`src/rtl/rw_pkg.sv`:
```
package rw_pkg;
  localparam int unsigned BYTE_W = 8;

  // window offsets
  localparam logic OFS_PTR  = 1'b0;
  localparam logic OFS_DATA = 1'b1;

  typedef struct packed {
    logic [BYTE_W-1:0] base_lo;
    logic [BYTE_W-1:0] base_hi;
    logic [BYTE_W-1:0] multi;
    logic [BYTE_W-1:0] psel;
  } cfg_regs_t;

  // legacy encoding: port number in bits [2:1]
  function automatic logic [1:0] legacy_port(input logic [BYTE_W-1:0] v);
    return v[2:1];
  endfunction

  // newer encoding: port number in bit 3, two ports only
  function automatic logic [1:0] newer_port(input logic [BYTE_W-1:0] v);
    return {1'b0, v[3]};
  endfunction
endpackage

```
`src/rtl/rw_ptr_decode.sv`:
```
module rw_ptr_decode
  import rw_pkg::*;
(
  input  logic              clk,
  input  logic              rst_n,
  input  logic              win_wr,
  input  logic              win_rd,
  input  logic              win_addr,
  input  logic [BYTE_W-1:0] win_wdata,
  output logic [BYTE_W-1:0] ptr_q,
  output logic              data_wr,
  output logic              data_rd
);
  always_ff @(posedge clk) begin
    if (!rst_n)
      ptr_q <= '0;
    else if (win_wr && win_addr == OFS_PTR)
      ptr_q <= win_wdata;
  end

  assign data_wr = win_wr && (win_addr == OFS_DATA);
  assign data_rd = win_rd && (win_addr == OFS_DATA);
endmodule

```
`src/rtl/rw_cfg_store.sv`:
```
module rw_cfg_store
  import rw_pkg::*;
#(
  parameter logic [15:0]       RST_BASE   = 16'h0B00,
  parameter bit                RST_EN     = 1'b1,
  parameter logic [BYTE_W-1:0] IDX_BASE   = 8'h2C,
  parameter logic [BYTE_W-1:0] IDX_MULTI  = 8'h2E,
  parameter logic [BYTE_W-1:0] IDX_LSEL   = 8'h30,
  parameter logic [BYTE_W-1:0] IDX_NSEL   = 8'h31,
  parameter bit                NEW_LAYOUT = 1'b0
)(
  input  logic              clk,
  input  logic              rst_n,
  input  logic [BYTE_W-1:0] ptr,
  input  logic              data_wr,
  input  logic [BYTE_W-1:0] wdata,
  output cfg_regs_t         regs,
  output logic              sel_wr,
  output logic [BYTE_W-1:0] rd_byte
);
  localparam logic [BYTE_W-1:0] IDX_BASE_HI = IDX_BASE + 8'd1;
  localparam logic [BYTE_W-1:0] IDX_SEL     = NEW_LAYOUT ? IDX_NSEL : IDX_LSEL;
  localparam logic [BYTE_W-1:0] RST_LO      = {RST_BASE[7:1], RST_EN};

  logic hit_lo, hit_hi, hit_multi, hit_sel;

  assign hit_lo    = (ptr == IDX_BASE);
  assign hit_hi    = (ptr == IDX_BASE_HI);
  assign hit_multi = (ptr == IDX_MULTI);
  assign hit_sel   = (ptr == IDX_SEL);
  assign sel_wr    = data_wr && hit_sel;

  always_ff @(posedge clk) begin
    if (!rst_n) begin
      regs.base_lo <= RST_LO;
      regs.base_hi <= RST_BASE[15:8];
      regs.multi   <= '0;
      regs.psel    <= '0;
    end else if (data_wr) begin
      if (hit_lo)    regs.base_lo <= wdata;
      if (hit_hi)    regs.base_hi <= wdata;
      if (hit_multi) regs.multi   <= wdata;
      if (hit_sel)   regs.psel    <= wdata;
    end
  end

  always_comb begin
    rd_byte = '0;
    if (hit_lo)    rd_byte = regs.base_lo;
    if (hit_hi)    rd_byte = regs.base_hi;
    if (hit_multi) rd_byte = regs.multi;
    if (hit_sel)   rd_byte = regs.psel;
  end
endmodule

```
`src/rtl/rw_port_router.sv`:
```
module rw_port_router
  import rw_pkg::*;
#(
  parameter int unsigned NUM_PORTS  = 4,
  parameter bit          NEW_LAYOUT = 1'b0,
  parameter int unsigned PW         = (NUM_PORTS > 1) ? $clog2(NUM_PORTS) : 1
)(
  input  logic                 clk,
  input  logic                 rst_n,
  input  logic                 sel_wr,
  input  logic [BYTE_W-1:0]    wdata,
  input  logic                 eng_busy,
  input  logic                 enable,
  input  logic                 multi_en,
  input  logic                 eng_scl_oe,
  input  logic                 eng_sda_oe,
  output logic                 eng_scl_in,
  output logic                 eng_sda_in,
  output logic [NUM_PORTS-1:0] port_scl_oe,
  output logic [NUM_PORTS-1:0] port_sda_oe,
  input  logic [NUM_PORTS-1:0] port_scl_in,
  input  logic [NUM_PORTS-1:0] port_sda_in,
  output logic [PW-1:0]        act_port
);
  logic [1:0]    raw;
  logic [PW-1:0] req_port;
  logic [PW-1:0] pend_port;
  logic          pend;
  logic [PW-1:0] route;

  generate
    if (NEW_LAYOUT) begin : g_newer
      assign raw = newer_port(wdata);
    end else begin : g_legacy
      assign raw = legacy_port(wdata);
    end
  endgenerate

  // out-of-range port numbers fall back to port 0
  assign req_port = (32'(raw) < NUM_PORTS) ? PW'(raw) : '0;

  always_ff @(posedge clk) begin
    if (!rst_n) begin
      act_port  <= '0;
      pend_port <= '0;
      pend      <= 1'b0;
    end else if (sel_wr && eng_busy) begin
      pend_port <= req_port;
      pend      <= 1'b1;
    end else if (sel_wr) begin
      act_port  <= req_port;
      pend      <= 1'b0;
    end else if (pend && !eng_busy) begin
      act_port  <= pend_port;
      pend      <= 1'b0;
    end
  end

  assign route = (!NEW_LAYOUT && !multi_en) ? '0 : act_port;

  always_comb begin
    port_scl_oe = '0;
    port_sda_oe = '0;
    eng_scl_in  = 1'b1;
    eng_sda_in  = 1'b1;
    for (int i = 0; i < NUM_PORTS; i++) begin
      if (enable && route == PW'(i)) begin
        port_scl_oe[i] = eng_scl_oe;
        port_sda_oe[i] = eng_sda_oe;
        eng_scl_in     = port_scl_in[i];
        eng_sda_in     = port_sda_in[i];
      end
    end
  end
endmodule

```
`src/rtl/regwin_portmux.sv`:
```
module regwin_portmux
  import rw_pkg::*;
#(
  parameter int unsigned NUM_PORTS  = 4,
  parameter bit          NEW_LAYOUT = 1'b0,
  parameter logic [15:0] RST_BASE   = 16'h0B00,
  parameter bit          RST_EN     = 1'b1
)(
  input  logic                 clk,
  input  logic                 rst_n,
  input  logic                 win_wr,
  input  logic                 win_rd,
  input  logic                 win_addr,
  input  logic [7:0]           win_wdata,
  output logic [7:0]           rd_data,
  output logic                 rd_valid,
  input  logic                 eng_busy,
  input  logic                 eng_scl_oe,
  input  logic                 eng_sda_oe,
  output logic                 eng_scl_in,
  output logic                 eng_sda_in,
  output logic [NUM_PORTS-1:0] port_scl_oe,
  output logic [NUM_PORTS-1:0] port_sda_oe,
  input  logic [NUM_PORTS-1:0] port_scl_in,
  input  logic [NUM_PORTS-1:0] port_sda_in,
  output logic                 ctl_enable,
  output logic [15:0]          io_base
);
  localparam int unsigned PW = (NUM_PORTS > 1) ? $clog2(NUM_PORTS) : 1;

  logic [BYTE_W-1:0] ptr_q;
  logic              data_wr;
  logic              data_rd;
  cfg_regs_t         regs;
  logic              sel_wr;
  logic [BYTE_W-1:0] store_byte;
  logic [PW-1:0]     act_port;

  rw_ptr_decode u_dec (
    .clk(clk), .rst_n(rst_n),
    .win_wr(win_wr), .win_rd(win_rd), .win_addr(win_addr), .win_wdata(win_wdata),
    .ptr_q(ptr_q), .data_wr(data_wr), .data_rd(data_rd)
  );

  rw_cfg_store #(
    .RST_BASE(RST_BASE), .RST_EN(RST_EN), .NEW_LAYOUT(NEW_LAYOUT)
  ) u_store (
    .clk(clk), .rst_n(rst_n),
    .ptr(ptr_q), .data_wr(data_wr), .wdata(win_wdata),
    .regs(regs), .sel_wr(sel_wr), .rd_byte(store_byte)
  );

  rw_port_router #(
    .NUM_PORTS(NUM_PORTS), .NEW_LAYOUT(NEW_LAYOUT), .PW(PW)
  ) u_route (
    .clk(clk), .rst_n(rst_n),
    .sel_wr(sel_wr), .wdata(win_wdata), .eng_busy(eng_busy),
    .enable(ctl_enable), .multi_en(regs.multi[0]),
    .eng_scl_oe(eng_scl_oe), .eng_sda_oe(eng_sda_oe),
    .eng_scl_in(eng_scl_in), .eng_sda_in(eng_sda_in),
    .port_scl_oe(port_scl_oe), .port_sda_oe(port_sda_oe),
    .port_scl_in(port_scl_in), .port_sda_in(port_sda_in),
    .act_port(act_port)
  );

  assign ctl_enable = regs.base_lo[0];
  assign io_base    = {regs.base_hi, regs.base_lo[7:1], 1'b0};

  always_ff @(posedge clk) begin
    if (!rst_n) begin
      rd_data  <= '0;
      rd_valid <= 1'b0;
    end else begin
      rd_valid <= win_rd;
      if (data_rd)
        rd_data <= store_byte;
      else if (win_rd)
        rd_data <= ptr_q;
    end
  end
endmodule

```
`config.mk`:
```
export PLATFORM = sky130hd
export DESIGN_NAME = regwin_portmux
export DESIGN_NICKNAME = d
export VERILOG_FILES = /design/src/rtl/rw_pkg.sv /design/src/rtl/rw_ptr_decode.sv /design/src/rtl/rw_cfg_store.sv /design/src/rtl/rw_port_router.sv /design/src/rtl/regwin_portmux.sv
export SDC_FILE = /design/constraint.sdc
export NUM_CORES = 1
export LEC_CHECK = 0
export ABC_AREA = 1
export BUFFER_PORTS_ARGS = -buffer_cell sky130_fd_sc_hd__buf_4
export CORE_MARGIN = 10
export CORE_UTILIZATION = 40
export CTS_CLUSTER_SIZE = 14
export DETAILED_ROUTE_END_ITERATION = 8
export PLACE_DENSITY = 0.64
export REMOVE_ABC_BUFFERS = 1
export SYNTH_ARGS = -nofsm -noshare
export SYNTH_HDL_FRONTEND = slang
export SYNTH_SLANG_ARGS = --single-unit
```
`constraint.sdc`:
```
create_clock -name clk -period 1.42 [get_ports clk]
set_clock_uncertainty 0.05 [all_clocks]
set_input_delay 0 -clock clk [delete_from_list [all_inputs] [get_ports clk]]
set_output_delay 0 -clock clk [all_outputs]
set_load 0.01 [all_outputs]
```
==> impl_metrics.tcl <==
set metrics [dict create \
    outcome "complete, but fails checks" \
    failing_checks "setup timing" \
    clock_sink_count 54 \
    grt_use_met3 0.0355 \
    timing_hold_violations_final 0 \
    finalWirelength_um 8030 \
    core_um2 6720 \
    timing.critical_path.fanout_max 5 \
    syn_to_final_growth_pct 34.6 \
    syn_std_cell_area_um2 2750 \
    worst_setup_hold_path_clk_slew_ps 90 \
    ir_drop_uv 349 \
    port-buffer-count 58 \
    global_routing_usage_on_met2 0.212 \
    grt_first_pass_wirelength_um 12200 \
    postSynthRegisterBits 54 \
    fin_cells 531 \
    path_cells "buf_4 > nand3_2 > o22ai_1 > o211ai_1 > buf_4" \
    crit_path_end_kind "output pin" \
    whs_ps 146 \
    post_synth_adder_cell_area 0 \
    pre_cts_slack_ps -26.0 \
    synth_top_family_by_area "simple AND/OR/NAND/NOR gates" \
    power_density_nw_per_um2 884 \
    route.detailed.drc 0 \
    ioPinCount 60 \
    clk-insertion-delay-late_ps 320 \
    synth_mux_area_frac 0 \
    clk_path_buf_depth 2 \
    ys_seq_area_frac 0.394 \
    avgSynthCellArea_um2 7.27 \
    placement_rows 30 \
    detailed_place.area_um2 3150 \
    final_nets 474 \
    maxCapViolCount 0 \
    synth_cell_type_count 28 \
    initial_core_util 0.409 \
    timing.critical_path.slowest_stage_cell "sky130_fd_sc_hd__dfxtp_4" \
    via_count_of_the_first_global_routing_pass 2424 \
    post-route-min-period_ps 1420 \
    finalWeightedCongestion 0.812 \
    fin_crit_sh 1.00 \
    place.detailed.instances 497 \
    critPathMostFrequentCell "sky130_fd_sc_hd__buf_4" \
    width_of_the_die_um 103 \
    synth_compound_area_frac 0.201 \
    grt_most_used_layer "met2" \
    filler_cell_count 625 \
    finalSetupTns_ps -1.29 \
    setup.worst_path.start_class "flip-flop" \
    maximum_number_of_pins_on_one_net_before_global_route_repair 31 \
    drt.antenna.violating_nets 0 \
    proportion_of_total_power_due_to_net_switching 0.245 \
    power.clock.fraction 0.390 \
    detailroute.via_count 2702 \
    antenna_found_initial 0 \
    post_synth_xor_area_fraction 0 \
    path_class "reg -> out" \
    synthesis.yosys.warnings 0 \
    detail_route.wl_per_cell_um 15.1 \
    die_area_um2 10600 \
    die-height_um 103 \
    cts_tree "built" \
    combPwrFrac 0.129 \
    power_leakage_nw 1.66 \
    cell_count_after_synthesis 378 \
    grt_setup_unrepaired "yes" \
    arr_time_crit_path_ps 1370 \
    final_core_util 0.550 \
    starting_drc_count_in_detailed_routing 131 \
    setup_viol 1 \
    ctsHtreeMaxLevel 2 \
    via_per_inst 5.09 \
    insertedDiodeCount 0 \
    timing_max_transition_violations_final 0 \
    grt_util_overall 0.144 \
    switching_power_uw 800 \
    power_mw 3.27 \
    drt_pass1_iterations 4 \
    hold_path_class "in -> reg" \
    final_area_um2 3700 \
    grt_util_met1 0.195 \
    critical_path_required_ps 1370 \
    cpPeakStageDelay_ps 380 \
    globalRoute.totalOverflow 0 \
    ratio_of_cells_with_drive_above_1_in_the_final_layout 0.326 \
    cts_made_buffers 5 \
    post-dp-hpwl_um 5720 \
    post-route-worst-setup-slack_ps -1.29 \
    synth_area_in_simple_gates 0.272 \
    clock.fmax_ghz 0.704 \
    internal_power_consumption_mw 2.47 \
    cts-root-buf "sky130_fd_sc_hd__clkbuf_8" \
    p_seq_frac 0.481 \
]
==> logic make-up after synthesis <==
kind of cell,after synthesis
compound gates,107
buf+inv,68
flops,54
other cells,1
simple gates,148
==> cell usage in the layout, fill, tap and decap left out, types with 3 or more instances in the layout <==
master / count
sky130_fd_sc_hd__dfxtp_4: 8
sky130_fd_sc_hd__inv_2: 6
sky130_fd_sc_hd__clkbuf_8: 6
sky130_fd_sc_hd__nand2_1: 69
sky130_fd_sc_hd__a21oi_1: 55
sky130_fd_sc_hd__nand3_4: 3
sky130_fd_sc_hd__o21ai_2: 4
sky130_fd_sc_hd__buf_4: 73
sky130_fd_sc_hd__o21ai_1: 12
sky130_fd_sc_hd__dfxtp_2: 3
sky130_fd_sc_hd__nor2_1: 23
sky130_fd_sc_hd__nand2_2: 9
sky130_fd_sc_hd__dfxtp_1: 43
sky130_fd_sc_hd__o21ai_0: 28
sky130_fd_sc_hd__dlygate4sd3_1: 12
sky130_fd_sc_hd__inv_4: 3
sky130_fd_sc_hd__nand2_4: 7
sky130_fd_sc_hd__nand3_1: 24
sky130_fd_sc_hd__nor2_4: 9
sky130_fd_sc_hd__a21oi_2: 3
sky130_fd_sc_hd__inv_1: 30
sky130_fd_sc_hd__nor2_8: 4
==> layout make-up <==
class,count,area (um2),area share
clock buffer,6,82.6,0.0223
clock inverter,2,60.1,0.0162
inverter,41,166,0.0450
multi-input combinational,260,1450,0.393
sequential,54,1110,0.302
tap,80,100,0.0271
timing repair buffer,88,719,0.195
==> per-layer routing <==
metal | up-vias | wire [um]
li1 | 1373 | -
met1 | 1250 | 3560
met2 | 72 | 3780
met3 | 7 | 608
met4 | 0 | 90
met5 | - | 0
==> synth_stat cells (all sizes together) <==
| master | instances | share of area |
|---|---|---|
| clkbuf | 4 | 0.0055 |
| o22ai | 2 | 0.0046 |
| nand2 | 86 | 0.13 |
| buf | 23 | 0.068 |
| conb | 1 | 0.0014 |
| clkinv | 2 | 0.0046 |
| nor2 | 34 | 0.079 |
| a21oi | 58 | 0.11 |
| o21ai | 44 | 0.080 |
| o211ai | 2 | 0.0055 |
| nand4 | 1 | 0.0023 |
| nand3 | 27 | 0.058 |
| dfxtp | 54 | 0.39 |
| o21bai | 1 | 0.0027 |
| inv | 39 | 0.053 |
==> sequential cells by signal, summed over array words and instances (netlist names) <==
signal	cells
u_dec.ptr_q	8
rd_data	8
u_route.pend	1
u_route.pend_port	2
u_store.regs	32
u_route.act_port	2
rd_valid	1
==> final timing paths <==
check                         from                    to  slack [ps]  depth (start not counted)
setup / recovery  u_store.regs[24]            eng_sda_in          -1                          5
hold / removal              win_wr       u_store.regs[2]         150                          5
setup reg to reg    u_dec.ptr_q[7]  u_route.pend_port[0]          40                          8
hold reg to reg   u_store.regs[10]      u_store.regs[10]         410                          2
==> worst max-delay path: cells and delay by family (launching register included) <==
family                 cells  cell delay, ps
AO/OA/AOI/OAI              2             310
buffers and inverters      2             260
flip-flops                 1             380
AND/OR/NAND/NOR            1             110
==> power by group through the flow <==
stage          Sequential (mW)  Combinational [mW]  Clock [mW]
2_1_floorplan             1.61               0.171           0
3_3_place_gp              1.60               0.337           0
3_5_place_dp              1.61               0.337           0
4_1_cts                   1.57               0.371        1.29
5_1_grt                   1.58               0.461        1.34
6_report                  1.57               0.422        1.27
==> what timing repair did <==
| action | in CTS | in global routing |
|---|---|---|
| cloned | 0 | 4 |
| resized for setup | 19 | 37 |
| setup buffers | 2 | 8 |
| hold endpoints to repair | 41 | 0 |
| pin swaps | 4 | 17 |
| setup endpoints to repair | 9 | 39 |
| hold buffers | 12 | 0 |
Note: power is estimated with default switching activity, not from simulation.
